[src/rtl/jc_pkg.sv]
package jc_pkg;

    localparam int JC_STAGES = 5;
    localparam int JC_COUNTS = 2 * JC_STAGES;

    typedef enum logic [1:0] {
        RING_RESET,
        RING_HOLD,
        RING_SHIFT,
        RING_REPAIR
    } ring_op_e;

endpackage

[src/rtl/jc_ring.sv]
module jc_ring
    import jc_pkg::*;
#(
    parameter int STAGES = JC_STAGES,
    localparam int COUNTS = 2 * STAGES
) (
    input  logic              clk,
    input  logic              rst,
    input  logic              inhibit,
    output logic [STAGES-1:0] state_o
);

    logic [STAGES-1:0] state_q;
    logic [STAGES-1:0] state_d;
    logic              on_cycle;
    ring_op_e          op;

    // Ring pattern for count k: bit i is set when i < k <= i + STAGES.
    function automatic logic [STAGES-1:0] pattern_of(input int k);
        logic [STAGES-1:0] p;
        for (int i = 0; i < STAGES; i++) begin
            p[i] = (k > i) && (k <= i + STAGES);
        end
        return p;
    endfunction

    always_comb begin
        on_cycle = 1'b0;
        for (int k = 0; k < COUNTS; k++) begin
            if (state_q == pattern_of(k)) begin
                on_cycle = 1'b1;
            end
        end
    end

    always_comb begin
        if (rst) begin
            op = RING_RESET;
        end else if (inhibit) begin
            op = RING_HOLD;
        end else if (!on_cycle) begin
            op = RING_REPAIR;
        end else begin
            op = RING_SHIFT;
        end
    end

    always_comb begin
        unique case (op)
            RING_RESET:  state_d = '0;
            RING_HOLD:   state_d = state_q;
            RING_REPAIR: state_d = '0;
            RING_SHIFT:  state_d = {state_q[STAGES-2:0], ~state_q[STAGES-1]};
            default:     state_d = '0;
        endcase
    end

    always_ff @(posedge clk) begin
        state_q <= state_d;
    end

    assign state_o = state_q;

endmodule

[src/rtl/jc_decode.sv]
module jc_decode
    import jc_pkg::*;
#(
    parameter int STAGES = JC_STAGES,
    localparam int COUNTS = 2 * STAGES
) (
    input  logic [STAGES-1:0] ring_i,
    output logic [COUNTS-1:0] dec_o,
    output logic              carry_o
);

    for (genvar k = 0; k < COUNTS; k++) begin : g_line
        if (k == 0) begin : g_zero
            assign dec_o[k] = ~ring_i[0] & ~ring_i[STAGES-1];
        end else if (k < STAGES) begin : g_fill
            assign dec_o[k] = ring_i[k-1] & ~ring_i[k];
        end else if (k == STAGES) begin : g_full
            assign dec_o[k] = ring_i[0] & ring_i[STAGES-1];
        end else begin : g_drain
            assign dec_o[k] = ~ring_i[k-STAGES-1] & ring_i[k-STAGES];
        end
    end

    assign carry_o = ~ring_i[STAGES-1];

endmodule

[src/rtl/decade_johnson_div.sv]
module decade_johnson_div
    import jc_pkg::*;
#(
    parameter int STAGES = JC_STAGES,
    localparam int COUNTS = 2 * STAGES
) (
    input  logic              clk,
    input  logic              rst,
    input  logic              inhibit,
    output logic [COUNTS-1:0] dec_o,
    output logic              carry_o
);

    logic [STAGES-1:0] ring_q;

    jc_ring #(.STAGES(STAGES)) u_ring (
        .clk     (clk),
        .rst     (rst),
        .inhibit (inhibit),
        .state_o (ring_q)
    );

    jc_decode #(.STAGES(STAGES)) u_decode (
        .ring_i  (ring_q),
        .dec_o   (dec_o),
        .carry_o (carry_o)
    );

endmodule


[config.mk]
export PLATFORM = sky130hd
export DESIGN_NAME = decade_johnson_div
export DESIGN_NICKNAME = d
export VERILOG_FILES = /design/src/rtl/jc_pkg.sv /design/src/rtl/jc_ring.sv /design/src/rtl/jc_decode.sv /design/src/rtl/decade_johnson_div.sv
export SDC_FILE = /design/constraint.sdc
export NUM_CORES = 1
export LEC_CHECK = 0
export CAP_MARGIN = 15
export CORE_AREA = 2 2 39 41
export CTS_BUF_LIST = sky130_fd_sc_hd__clkbuf_4 sky130_fd_sc_hd__clkbuf_8 sky130_fd_sc_hd__clkbuf_16
export DETAILED_ROUTE_END_ITERATION = 7
export DIE_AREA = 0 0 41 43
export HOLD_SLACK_MARGIN = 0.15
export SLEW_MARGIN = 20
export SYNTH_ARGS = -nofsm -noshare
export SYNTH_HDL_FRONTEND = slang
export SYNTH_SLANG_ARGS = --single-unit
[constraint.sdc]
create_clock -name clk -period 2.3 [get_ports clk]
set_input_delay 0.46 -clock clk [delete_from_list [all_inputs] [get_ports clk]]
set_output_delay 0.46 -clock clk [all_outputs]
set_load 0.02 [all_outputs]
==> flow_summary.yaml <==
detailed_routing:
  via_per_inst: 4.02
  wl_per_cell_microns: 10.4
  num_vias: 241
  drt_wl_total_microns: 623
  ant_nets: 0
  firstDrtPassIters: 1
  drc: 0
  drt_iter0_drc: 0
global_route:
  grt_max_degree: 8
  grt_pass1_wl_microns: 897
  grtUsageTotal_pct: 8.38
  antenna_found_initial: 0
  grt_pass1_vias: 213
  grt_overflow: 0
worst_setup_path:
  crit_required_ns: 1.84
  critPathArrivalTime_ns: 1.58
  r2r_cells: 3
  r2r_setup_slack_ns: 0.99
  r2r-end: "u_ring.state_o[2]"
  critPathMaxFanout: 5
  crit_path_end_kind: "primary output"
  worstSetupPathType: "flip-flop to primary output"
  reg2reg_from: "u_ring.state_o[3]"
  start_kind: "flip-flop"
clock_tree:
  cts_tree: "yes"
  cts_num_sinks: 5
  cts-resized-gates: 0
  clk_pin_slew_ns: 0.05
  cts_root_buf: "clkbuf_4"
  numCtsBuffers: 3
  clockBufferDepth: 2
  cts_max_level: 1
  cts_setup_buffers: 0
  insertion_delay_ns: 0.24
  postCtsHoldBufs: 0
pwr:
  pwr-share-seq_pct: 39.7
  peakVddDrop_uv: 171
  pwr-share-comb_pct: 20.2
  pwr-share-clk_pct: 40.0
  p_per_area_nw_per_um2: 599
  sw_frac_of_total_pct: 25.3
  cell_internal_pwr_mw: 0.213
  p_sw_mw: 0.0722
  p_leak_nw: 0.190
sta:
  fin_crit_ns: 2.04
  hold_viol: 0
  maxSlewViolCount: 0
  rsz0062_at_grt: "false"
  holdWs_ns: 0.659
  skew_ns: 0.00165
  post-route-period-util_pct: 88.6
  relSlewSlack_pct: 82.5
  tns_ns: 0
  max_freq_mhz: 490
  tightestPinTransition_ns: 0.263
  finalSetupViolCount: 0
layout:
  drive_gt1_share_pct: 13.6
  nFillCells: 153
  multiInputGateArea_sq_um: 139
  antenna_cells: 0
  nets: 48
  stdcell_count: 60
  largest_register_ffs: 5
  register_area_sq_um: 150
  syn_to_final_growth_pct: 60.8
logic_synthesis:
  synth_area_per_cell_sq_um: 11.0
  yosysWarningCount: 0
  syn-cell-area_sq_um: 297
  seq_area_frac_synth_pct: 50.6
  synth.lib_cells_used.distinct: 15
  synth_seq_cells: 5
  syn_inst: 27
  postSynthNetCount: 30
die:
  die_area_sq_um: 1760
  die_y_microns: 43
  die_w_microns: 41
  start_util_pct: 21.4
  pin_count: 14
  fp.coreArea_sq_um: 1380
  rows: 14
placed_design:
  portBuffers: 13
  dpl.cell_count: 56
  gp_congestion: 0.778
  place_hpwl_microns: 450
flow_run:
  maxCapViolCount: 0
worst_hold_path:
  hp-class: "flip-flop to flip-flop"
  worstHoldPathCells: 1
  whs_endpoint: "u_ring.state_o[4]"
  hp-start: "u_ring.state_o[3]"
run_status:
  status: "finished clean"
==> layout by cell type (no fill, tap or decap), types with 2 or more instances in the layout <==
cell type / instances
nand2b_1: 2
nor3_1: 2
nor2b_1: 6
clkdlybuf4s50_1: 13
inv_1: 2
edfxtp_1: 5
clkbuf_4: 4
==> worst max-delay path by stage <==
stage / start / to / slack [ns]
finish: u_ring.state_o[3] / dec_o[9] / 0.26
CTS: u_ring.state_o[3] / dec_o[9] / 0.25
detailed placement: u_ring.state_o[4] / dec_o[0] / 0.52
global placement: u_ring.state_o[4] / dec_o[0] / 0.52
floorplan: u_ring.state_o[3] / u_ring.state_o[2] / 0.99
global route: u_ring.state_o[3] / dec_o[9] / 0.19
==> critical path, cell delays in order, from the launching register on <==
cell,delay (ns)
edfxtp_1,0.42
nand2b_1,0.21
inv_1,0.10
clkdlybuf4s50_1,0.60
==> metal layers <==
metal / GRT usage, % / vias up / part of all wire [%]
met5: 0 / - / 0
met4: 12.0 / 0 / 0
met3: 1.57 / 0 / 6.7
met2: 8.13 / 10 / 44
met1: 11.8 / 103 / 49
li1: - / 128 / -
==> synthesized netlist by cell type <==
cell,instances,share of area (%)
inv_1,2,2.5
nor2_1,1,1.3
edfxtp_1,5,51
mux2i_1,1,3.4
nor4b_2,1,5.1
and3b_1,1,3.0
nor3_1,2,3.4
nor4_1,1,2.1
and2b_1,1,2.5
nand2_1,1,1.3
nand2b_1,2,4.2
and2_1,1,2.1
nor2b_1,6,13
or3_4,1,3.8
and3_1,1,2.1
==> power by group through the flow <==
stage / logic, mW / registers [mW] / clock network, mW
3_3_place_gp: 0.0588 / 0.115 / 0
5_1_grt: 0.0621 / 0.114 / 0.122
6_report: 0.0577 / 0.113 / 0.114
3_5_place_dp: 0.0580 / 0.115 / 0
2_1_floorplan: 0.0310 / 0.113 / 0
4_1_cts: 0.0583 / 0.113 / 0.119
==> cell families (layout without fill, tap and decap cells) <==
| logic type | after synthesis | count (layout) | synth area share, % |
|---|---|---|---|
| flops | 5 | 5 | 50.6 |
| simple gates | 19 | 19 | 43.5 |
| buf+inv | 2 | 19 | 2.53 |
| mux | 1 | 1 | 3.38 |
==> through the flow <==
stage / area, sq um / utilization [%] / worst slack [ns] / power (mW)
after floorplan: 297 / - / 0.987 / 0.144
after global placement: 447 / 32.3 / 0.517 / 0.173
after detailed placement: 447 / 32.3 / 0.517 / 0.173
after CTS: 477 / 34.4 / 0.246 / 0.290
after global routing: 477 / 34.4 / 0.195 / 0.298
final: 477 / 34.4 / 0.261 / 0.286
==> final cells by class <==
class | instances | area share, %
inverters | 2 | 1.57
repair buffers | 13 | 27.3
clock buffers | 4 | 6.30
flip-flops and latches | 5 | 31.5
well taps | 16 | 4.20
multi-input cells | 20 | 29.1
No activity file was read; power rests on OpenSTA's default activity.
